### config.mk
export PLATFORM = sky130hd
export DESIGN_NAME = spec_version_cache
export DESIGN_NICKNAME = d
export VERILOG_FILES = /design/src/rtl/svc_pkg.sv /design/src/rtl/svc_free_pick.sv /design/src/rtl/svc_match.sv /design/src/rtl/spec_version_cache.sv
export SDC_FILE = /design/constraint.sdc
export NUM_CORES = 1
export LEC_CHECK = 0
export BUFFER_PORTS_ARGS = -buffer_cell sky130_fd_sc_hd__buf_2
export CAP_MARGIN = 20
export CORE_MARGIN = 5
export CORE_UTILIZATION = 50
export DETAILED_ROUTE_END_ITERATION = 8
export HOLD_SLACK_MARGIN = 0.1
export MAX_ROUTING_LAYER = met4
export PLACE_DENSITY = 0.66
export SLEW_MARGIN = 30
export SYNTH_ARGS = -nofsm -noshare
export SYNTH_HDL_FRONTEND = slang
export SYNTH_SLANG_ARGS = --single-unit
### constraint.sdc
create_clock -name clk -period 18.9 [get_ports clk]
set_input_delay 1.89 -clock clk [delete_from_list [all_inputs] [get_ports clk]]
set_output_delay 1.89 -clock clk [all_outputs]
set_load 0.02 [all_outputs]
### src/rtl/svc_pkg.sv
package svc_pkg;

    typedef enum logic [1:0] {
        OP_LOAD   = 2'd0,
        OP_STORE  = 2'd1,
        OP_COMMIT = 2'd2,
        OP_SQUASH = 2'd3
    } svc_op_e;

    // Logical age of an epoch relative to the current oldest one (0 = oldest).
    function automatic int unsigned age_rank(int unsigned id, int unsigned head,
                                             int unsigned n);
        return (id + n - head) % n;
    endfunction

endpackage

### src/rtl/svc_free_pick.sv
module svc_free_pick #(
    parameter int LINES = 8,
    parameter int IDX_W = 3
) (
    input  logic [LINES-1:0] ln_valid,
    output logic             found,
    output logic [IDX_W-1:0] idx
);
    // Lowest-numbered free line wins.
    always_comb begin
        found = 1'b0;
        idx   = '0;
        for (int i = LINES - 1; i >= 0; i--) begin
            if (!ln_valid[i]) begin
                found = 1'b1;
                idx   = IDX_W'(i);
            end
        end
    end
endmodule

### src/rtl/svc_match.sv
module svc_match
    import svc_pkg::*;
#(
    parameter int LINES  = 8,
    parameter int EPOCHS = 4,
    parameter int AW     = 8,
    parameter int IDX_W  = 3,
    parameter int EW     = 2
) (
    input  logic [LINES-1:0]  ln_valid,
    input  logic [AW-1:0]     ln_addr [LINES],
    input  logic [EPOCHS-1:0] ln_sm   [LINES],
    input  logic [EPOCHS-1:0] ln_sl   [LINES],
    input  logic [AW-1:0]     addr,
    input  logic [EW-1:0]     epoch,
    input  logic [EW-1:0]     head,
    output logic              comm_hit,
    output logic [IDX_W-1:0]  comm_idx,
    output logic              ver_hit,
    output logic [IDX_W-1:0]  ver_idx,
    output logic              own_hit,
    output logic [IDX_W-1:0]  own_idx,
    output logic [EPOCHS-1:0] late_sl
);
    int unsigned req_r;
    int unsigned best_r;
    int unsigned owner_r;

    always_comb begin
        comm_hit = 1'b0;
        comm_idx = '0;
        ver_hit  = 1'b0;
        ver_idx  = '0;
        own_hit  = 1'b0;
        own_idx  = '0;
        late_sl  = '0;
        best_r   = 0;
        owner_r  = 0;
        req_r    = age_rank(int'(epoch), int'(head), EPOCHS);
        for (int i = 0; i < LINES; i++) begin
            if (ln_valid[i] && ln_addr[i] == addr) begin
                if (ln_sm[i] == '0) begin
                    comm_hit = 1'b1;
                    comm_idx = IDX_W'(i);
                end else begin
                    if (ln_sm[i][epoch]) begin
                        own_hit = 1'b1;
                        own_idx = IDX_W'(i);
                    end
                    for (int k = 0; k < EPOCHS; k++) begin
                        if (ln_sm[i][k]) owner_r = age_rank(k, int'(head), EPOCHS);
                    end
                    if (owner_r <= req_r && (!ver_hit || owner_r > best_r)) begin
                        ver_hit = 1'b1;
                        ver_idx = IDX_W'(i);
                        best_r  = owner_r;
                    end
                end
                for (int k = 0; k < EPOCHS; k++) begin
                    if (ln_sl[i][k] && age_rank(k, int'(head), EPOCHS) > req_r)
                        late_sl[k] = 1'b1;
                end
            end
        end
    end
endmodule

### src/rtl/spec_version_cache.sv
module spec_version_cache
    import svc_pkg::*;
#(
    parameter  int EPOCHS = 4,
    parameter  int LINES  = 8,
    parameter  int AW     = 8,
    parameter  int DW     = 16,
    localparam int EW     = $clog2(EPOCHS),
    localparam int IDX_W  = $clog2(LINES)
) (
    input  logic              clk,
    input  logic              rst,
    input  logic              req_valid,
    input  logic [1:0]        req_op,
    input  logic [EW-1:0]     req_epoch,
    input  logic [AW-1:0]     req_addr,
    input  logic [DW-1:0]     req_wdata,
    output logic              busy,
    output logic              rsp_valid,
    output logic [DW-1:0]     rsp_data,
    output logic [EPOCHS-1:0] violation,
    output logic [EW-1:0]     head_epoch
);
    logic [LINES-1:0]  ln_valid;
    logic [AW-1:0]     ln_addr [LINES];
    logic [DW-1:0]     ln_data [LINES];
    logic [EPOCHS-1:0] ln_sm   [LINES];
    logic [EPOCHS-1:0] ln_sl   [LINES];

    svc_op_e           op;
    logic              comm_hit, ver_hit, own_hit, free_found;
    logic [IDX_W-1:0]  comm_idx, ver_idx, own_idx, free_idx;
    logic [EPOCHS-1:0] late_sl, viol_mask, ep_bit, head_bit;
    logic [LINES-1:0]  drop_line;
    logic [EPOCHS-1:0] merge_sl [LINES];
    logic              need_line, accept;

    assign op       = svc_op_e'(req_op);
    assign ep_bit   = EPOCHS'(1) << req_epoch;
    assign head_bit = EPOCHS'(1) << head_epoch;

    svc_match #(
        .LINES(LINES), .EPOCHS(EPOCHS), .AW(AW), .IDX_W(IDX_W), .EW(EW)
    ) match_i (
        .ln_valid(ln_valid), .ln_addr(ln_addr), .ln_sm(ln_sm), .ln_sl(ln_sl),
        .addr(req_addr), .epoch(req_epoch), .head(head_epoch),
        .comm_hit(comm_hit), .comm_idx(comm_idx),
        .ver_hit(ver_hit), .ver_idx(ver_idx),
        .own_hit(own_hit), .own_idx(own_idx),
        .late_sl(late_sl)
    );

    svc_free_pick #(.LINES(LINES), .IDX_W(IDX_W)) free_i (
        .ln_valid(ln_valid), .found(free_found), .idx(free_idx)
    );

    // A flagged reader drags every younger epoch along with it.
    always_comb begin
        viol_mask = '0;
        for (int j = 0; j < EPOCHS; j++) begin
            for (int k = 0; k < EPOCHS; k++) begin
                if (late_sl[k] && age_rank(k, int'(head_epoch), EPOCHS)
                                  <= age_rank(j, int'(head_epoch), EPOCHS))
                    viol_mask[j] = 1'b1;
            end
        end
    end

    // Committed copies superseded by the committing epoch's versions.
    always_comb begin
        for (int i = 0; i < LINES; i++) begin
            drop_line[i] = 1'b0;
            merge_sl[i]  = '0;
        end
        for (int i = 0; i < LINES; i++) begin
            for (int j = 0; j < LINES; j++) begin
                if (ln_valid[i] && ln_valid[j] && ln_sm[i] == '0 &&
                    ln_sm[j][head_epoch] && ln_addr[i] == ln_addr[j]) begin
                    drop_line[i] = 1'b1;
                    merge_sl[j]  = merge_sl[j] | ln_sl[i];
                end
            end
        end
    end

    always_comb begin
        unique case (op)
            OP_LOAD:  need_line = !ver_hit && !comm_hit;
            OP_STORE: need_line = !own_hit;
            default:  need_line = 1'b0;
        endcase
    end

    assign busy   = req_valid && need_line && !free_found;
    assign accept = req_valid && !busy;

    always_ff @(posedge clk) begin
        if (rst) begin
            ln_valid   <= '0;
            head_epoch <= '0;
            rsp_valid  <= 1'b0;
            rsp_data   <= '0;
            violation  <= '0;
            for (int i = 0; i < LINES; i++) begin
                ln_addr[i] <= '0;
                ln_data[i] <= '0;
                ln_sm[i]   <= '0;
                ln_sl[i]   <= '0;
            end
        end else begin
            rsp_valid <= 1'b0;
            violation <= '0;
            if (accept) begin
                unique case (op)
                    OP_LOAD: begin
                        rsp_valid <= 1'b1;
                        if (ver_hit) begin
                            rsp_data         <= ln_data[ver_idx];
                            ln_sl[ver_idx]   <= ln_sl[ver_idx] | ep_bit;
                        end else if (comm_hit) begin
                            rsp_data         <= ln_data[comm_idx];
                            ln_sl[comm_idx]  <= ln_sl[comm_idx] | ep_bit;
                        end else begin
                            rsp_data           <= '0;
                            ln_valid[free_idx] <= 1'b1;
                            ln_addr[free_idx]  <= req_addr;
                            ln_data[free_idx]  <= '0;
                            ln_sm[free_idx]    <= '0;
                            ln_sl[free_idx]    <= ep_bit;
                        end
                    end
                    OP_STORE: begin
                        violation <= viol_mask;
                        if (own_hit) begin
                            ln_data[own_idx] <= req_wdata;
                        end else begin
                            ln_valid[free_idx] <= 1'b1;
                            ln_addr[free_idx]  <= req_addr;
                            ln_data[free_idx]  <= req_wdata;
                            ln_sm[free_idx]    <= ep_bit;
                            ln_sl[free_idx]    <= '0;
                        end
                    end
                    OP_COMMIT: begin
                        for (int i = 0; i < LINES; i++) begin
                            if (ln_valid[i] && ln_sm[i][head_epoch]) begin
                                ln_sm[i] <= '0;
                                ln_sl[i] <= (ln_sl[i] | merge_sl[i]) & ~head_bit;
                            end else if (drop_line[i]) begin
                                ln_valid[i] <= 1'b0;
                                ln_sl[i]    <= '0;
                            end else begin
                                ln_sl[i]    <= ln_sl[i] & ~head_bit;
                            end
                        end
                        head_epoch <= head_epoch + 1'b1;
                    end
                    OP_SQUASH: begin
                        for (int i = 0; i < LINES; i++) begin
                            if (ln_sm[i][req_epoch]) begin
                                ln_valid[i] <= 1'b0;
                                ln_sm[i]    <= '0;
                                ln_sl[i]    <= '0;
                            end else begin
                                ln_sl[i]    <= ln_sl[i] & ~ep_bit;
                            end
                        end
                    end
                    default: ;
                endcase
            end
        end
    end
endmodule

# Yosys cells after proc, flatten, opt, wreduce, memory -nomap -nowiden
# Memory sizes are Yosys's and may differ from the RTL's.
# Index checks and enable logic that the tools add are counted.
[op_classes]
mux = 565
n_shift = 2
bitwise = 102
reduce_logical = 344
n_lt_le_gt_ge = 45
n_addsub = 7
eq_ne = 102
[op_table]
columns = ["operator", "count"]
rows = [
  ["32-bit two-way mux", 85],
  ["8-bit == test", 64],
  ["4-bit two-way mux", 119],
  ["1-bit logical AND", 291],
  ["4-bit bitwise OR", 66],
  ["32-bit by 2-bit less-or-equal comparator with 1-bit output", 8],
  ["32-bit one-hot mux with 4 select lines", 2],
  ["1-bit two-way mux", 249],
  ["32-bit > comparator", 7],
  ["64-bit two-way mux", 3],
  ["3-bit two-way mux", 63],
  ["32-bit bitwise mux", 4],
  ["64-bit one-hot mux with 2 select lines", 1],
  ["4-bit bitwise AND", 24],
  ["16-bit two-way mux", 5],
  ["2-bit != test (second input constant)", 35],
  ["32-bit bitwise AND", 2],
  ["64-bit bitwise mux", 1],
  ["7-bit AND reduction", 8],
  ["6-bit AND reduction", 8],
  ["4-bit demux with 3-bit select", 3],
  ["1-bit binary-select mux with 2-bit select", 16],
  ["2-bit less-or-equal comparator", 16],
  ["4-bit logical NOT", 8],
  ["35 further kinds", 79],
]
[word_totals]
memories = 1
ram_bits = 128
output_inout_bits = 24
word_cells = 1204
reg_bits = 159
[memory_table]
columns = ["name", "depth", "word_bits", "read_ports", "rd_clocked_by_memory_dff", "write_ports", "line", "text"]
rows = [
  ["ln_data", 8, 16, 2, 0, 8, "spec_version_cache.sv:26", "logic [DW-1:0] ln_data [LINES];"],
]

# Logic depth before layout (Yosys ltp)
[depth]
ltp_word = 83
depth_mapped = 66
mapped_depth_nobuf = 62

# By module
# Synthesis repeated with hierarchy kept, for this count alone.
[hier_totals]
hier_cells = 2955
area_unflattened_um2 = 24197.0
[modules_own_cells]
columns = ["module", "area_per_inst_um2", "cells_each", "n_inst", "seq_area_each_um2"]
rows = [
  ["spec_version_cache", 20159.3, 2361, 1, 7026.7],
  ["svc_match", 3958.8, 578, 1, 0.0],
  ["svc_free_pick", 78.8, 16, 1, 0.0],
]

# Worst setup path after synthesis
# Ideal clock, no wire load.
[synth_path]
path_kind = "input port to flip-flop"
start = "in req_epoch[0]"
end = "reg ln_sl[8] (netlist name)"
slack_ns = 4.925
cell_stages = 60
t_arrival_ns = 13.856
cell_sequence = "buf_2 > inv_1 > ha_1 > inv_1 > fa_1 > inv_1 > ha_1 > nor2b_1 > o21ai_1 > nand4_1 > ha_1 > nor2b_1 > o21ai_0 > a41o_1 > o31a_1 > ha_1 > a21oi_1 > a21oi_1 > [24 not listed] > o21ai_0 > o31ai_1 > nand2_1 > clkbuf_1 > a21oi_1 > a22o_1 > ha_1 > nor2b_1 > a2bb2oi_1 > and3_1 > nand2_1 > o21ai_0 > a211oi_1 > mux2i_1 > a21oi_2 > o311ai_0 > a21oi_1 > a21oi_1"
[synth_via]
elab_chain_len = 56
word_cells_on_any_way = 175
classes_between = "2 x add/sub; 17 x order compare; 1 x eq/ne; 1 x shift; 119 x mux; 5 x bitwise; 30 x reduce/logical"
[synth_lines]
columns = ["element", "line", "text"]
rows = [
  ["start: declaration", "spec_version_cache.sv:15", "input logic [EW-1:0] req_epoch,"],
  ["2-bit by 1-bit adder with 2-bit output", "svc_pkg.sv:13", "return (id + n - head) % n;"],
  ["2-bit subtractor", "svc_pkg.sv:13", ""],
  ["32-bit by 2-bit less-or-equal comparator with 1-bit output", "svc_match.sv:53", "if (owner_r <= req_r && (!ver_hit || owner_r > best_r)) begin"],
  ["32-bit two-way mux or 1-bit two-way mux (tied branches)", "svc_match.sv:53", ""],
  ["32-bit two-way mux or 1-bit two-way mux (tied branches)", "svc_match.sv:42", "if (ln_sm[i] == '0) begin"],
  ["32-bit two-way mux or 1-bit two-way mux (tied branches)", "svc_match.sv:41", "if (ln_valid[i] && ln_addr[i] == addr) begin"],
  ["32-bit > comparator or 1-bit logical NOT (tied branches)", "svc_match.sv:53", ""],
  ["1-bit logical OR", "svc_match.sv:53", ""],
  ["[40 not listed]", "--", ""],
  ["3-bit inverter with 4-bit output (not written as such) or 1-bit logical NOT (tied branches)", "spec_version_cache.sv:119, spec_version_cache.sv:88", ""],
  ["4-bit >= comparator (not written as such) (tied with other cells)", "spec_version_cache.sv:119", "ln_sl[ver_idx] <= ln_sl[ver_idx] | ep_bit;"],
  ["1-bit logical AND (not written as such) (tied with other cells)", "spec_version_cache.sv:119", ""],
  ["4-bit two-way mux (not written as such) or 1-bit logical AND (tied branches)", "spec_version_cache.sv:119, spec_version_cache.sv:94", ""],
  ["4-bit demux with 3-bit select (tied with other cells)", "spec_version_cache.sv:119", ""],
  ["32-bit bitwise mux or 1-bit logical NOT (tied branches)", "spec_version_cache.sv:119, spec_version_cache.sv:95", ""],
  ["32-bit two-way mux or 1-bit logical AND (tied branches)", "spec_version_cache.sv:117, spec_version_cache.sv:95", ""],
  ["32-bit one-hot mux with 4 select lines or 2-bit AND reduction (tied branches)", "--", ""],
  ["end signal: indexed assignment", "spec_version_cache.sv:119", ""],
  ["end signal: indexed assignment", "spec_version_cache.sv:122", "ln_sl[comm_idx] <= ln_sl[comm_idx] | ep_bit;"],
  ["end signal: indexed assignment", "spec_version_cache.sv:129", "ln_sl[free_idx] <= ep_bit;"],
  ["end: declaration", "spec_version_cache.sv:28", "logic [EPOCHS-1:0] ln_sl [LINES];"],
]
# Several ways; a longest one is shown, not always the timed one. The select of a mux whose other input is x is not followed.
# A chain may end at the register's enable or synchronous reset.

# Final worst setup path
[layout_path]
start = "in req_addr[0]"
end = "reg ln_sl[27] (netlist name)"
[layout_via]
elab_chain_len = 71
word_cells_on_any_way = 254
classes_between = "18 x order compare; 9 x eq/ne; 183 x mux; 4 x bitwise; 40 x reduce/logical"
[layout_lines]
columns = ["element", "line", "text"]
rows = [
  ["start: declaration", "spec_version_cache.sv:16", "input logic [AW-1:0] req_addr,"],
  ["branches (longest 71 deep; another with 32-bit > comparator)", "--", ""],
]
# Parallel ways; which one is timed is not known. The select of a mux whose other input is x is not followed.

==> qor.yml <==
run_status:
  status: "finished with violations"
  violations: "DRC"
worst_setup_path:
  max_stage_delay_ns: 0.66
  r2r-end: "ln_sl[27]"
  critPathKind: "input port to flip-flop"
  critPathCaptureType: "flip-flop"
  r2r_slack_ns: 3.21
  r2r_start: "head_epoch[1]"
  r2r_cells: 61
  worstPathArrival_ns: 16.88
  crit_path_top_delay_cell: "and3_1"
  crit_fanout: 18
  startpoint_type: "input port"
  endpoint: "ln_sl[27]"
  crit_path_start: "req_addr[0]"
  crit_required_ns: 19.36
drt:
  vias: 27500
  highest_layer: "met4"
  wl_met1_mm: 45.1
  routedWlPerCell_um: 33.9
  first_pass_iters: 9
  drt_iter0_drc: 5077
  wl_met2_mm: 48.2
  detail-route-antenna-nets: 0
  wl_met3_mm: 20.5
  vias_per_cell: 7.63
  wirelength_mm: 122
  route.detailed.drc: 11
timing:
  finalCritPeriodShare_pct: 86.9
  period_needed_ns: 16.42
  slew_viol_final: 0
  max_freq_mhz: 60.9
  rsz0062_at_grt: "false"
  tns_ns: 0
  timing.slew.headroom_pct: 26.2
  tightest_slew_ns: 1.11
  finalSetupViolations: 0
  hold_viol: 0
  timing.hold.ws_ns: 0.485
  fin_worst_skew_ns: 0.0310
placement:
  place_area_um2: 24900
  hpwlAfterDp_mm: 87.3
  port_buffers: 54
  place.gp.congestion: 1.10
yosys:
  ys_types: 105
  yosys.area.top_type: "edfxtp_1"
  synth_area_per_cell_um2: 7.94
  syn-cell-area_um2: 24300
  synthesis.nets: 3128
  synth-warning-count: 0
  ys_ff_latch: 287
  synth_top_area_share_pct: 15.8
  ys_seq_area_share_pct: 29.0
  synthCells: 3053
  ys_async_sr_fraction_pct: 0
  ys_top_cells_by_area: "edfxtp_1 16%, dfxtp_1 13%, xnor2_1 9.4%, nand2_1 5.6%, a21oi_1 4.4%"
  synth_common_cells: "364 x nand2_1, 272 x nor2_1, 261 x xnor2_1, 211 x a21oi_1, 172 x nand3_1"
  ys.flop_type: "dfxtp_1"
  yosysMostFrequentCell: "nand2_1"
  synth_edf_count: 128
clock_tree:
  cts_max_level: 2
  cts_resized: 0
  cts_buffers: 34
  ctsLongestPathBuffers: 3
  cts-root-buf: "clkbuf_16"
  cts_tree: "built"
  post-cts-setup-buffers: 0
  clock-sinks: 287
  ctsHoldBuffers: 0
  clock_latency_ns: 0.58
  clkTransAtPathRegs_ns: 0.06
pwr:
  power_density_nw_per_um2: 59.6
  max-vdd-ir-drop_v: 0.0000732
  p_leak_uw: 0.00855
final_layout:
  final_area_um2: 26100
  drive_gt1_share_pct: 11.4
  post-route-util_pct: 54.5
  area_growth_pct: 7.46
  fin_nets: 3034
floorplanning:
  initial_utilization_pct: 50.7
  core_um2: 47800
  rows: 80
  dieArea_um2: 53000
  die_h_um: 230
  die_w_um: 230
  ios: 55
global_route:
  track_usage_pct: 45.0
  overflow: 0
  grt_max_degree: 74
  antenna_found_initial: 1
  grt_pass1_wl_mm: 174
  grt_pass1_vias: 25400
job:
  cap_violations: 0
worst_hold_path:
  hp-class: "flip-flop to flip-flop"
worst min path at each step:
stage	slack (ns)	to	cells after the start	startpoint
floorplan	0.50	ln_sm[4]	1	ln_sm[4]
global placement	0.47	rsp_data[10]	2	rsp_data[10]
detailed placement	0.47	rsp_data[10]	2	rsp_data[10]
CTS	0.49	rsp_data[10]	2	rsp_data[10]
global route	0.50	rsp_data[8]	1	rsp_data[8]
finish	0.49	rsp_data[2]	2	rsp_data[2]
logic make-up (layout without fill, tap and decap cells):
family,count (synthesis),in the layout,synth area share [%]
other cells,0,1,0
mux,68,68,3.71
simple gates,1241,1241,25.2
flops,287,287,29.0
xor+xnor,286,286,10.4
buf+inv,327,258,5.98
fa+ha+maj,44,44,2.33
compound gates,800,800,23.5
sequential cells by signal, indices dropped and copies added (netlist names):
signal and cells:
ln_data 128, ln_addr 64, ln_sl 32, ln_sm 32, rsp_data 16, ln_valid 8, violation 4, head_epoch 2
rsp_valid 1
routing by layer:
layer | vias up | GRT usage, %
met4 | 0 | 21.0
met5 | - | -
met2 | 2626 | 62.3
li1 | 11200 | -
met1 | 13000 | 59.0
met3 | 629 | 15.4
stage by stage:
step / setup slack [ns] / total power (uW) / cells
final: 2.48 / 1550 / 3600
after global routing: 1.48 / 1590 / 3600
after CTS: 2.66 / 1530 / 3599
after detailed placement: 2.13 / 889 / 3538
after global placement: 2.68 / 886 / 3538
after floorplan: 4.92 / 809 / 3053
area by class of cell:
type | instances | area, um2
fill | 4455 | 21800
tap | 615 | 769
multi-input combinational | 2439 | 16000
antenna | 1 | 2.50
inverter | 53 | 199
clock buffer | 44 | 938
timing repair buffer | 144 | 948
sequential | 287 | 7030
clock inverter | 17 | 180
critical path, delay by kind of cell:
family | cells | cell delay, ns
adder cells (fa/ha/maj) | 7 | 2.11
buffers and inverters | 3 | 0.69
XOR/XNOR | 1 | 0.21
AND/OR/NAND/NOR | 16 | 3.72
AO/OA/AOI/OAI | 30 | 8.25
layout by cell type (no fill, tap or decap), types with 28 or more instances in the layout:
master	count
nor3_1	75
mux2i_1	37
ha_1	42
a22o_1	30
nor2b_1	33
a31oi_1	28
edfxtp_1	128
a21oi_1	211
clkbuf_16	34
nor4_1	60
inv_1	50
a221oi_1	37
nor2_1	270
buf_4	91
buf_2	53
nand2_1	361
o21ai_0	105
nand4_1	77
dfxtp_1	159
nor4_2	29
a222oi_1	52
nand3_1	171
a22oi_1	54
xnor2_1	261
power breakdown:
part           total [uW]  internal (uW)  switching (uW)
Combinational         194           53.5             141
Clock                 662            372             290
Sequential            698            664            34.2
Power figures use the tool's default switching activity.
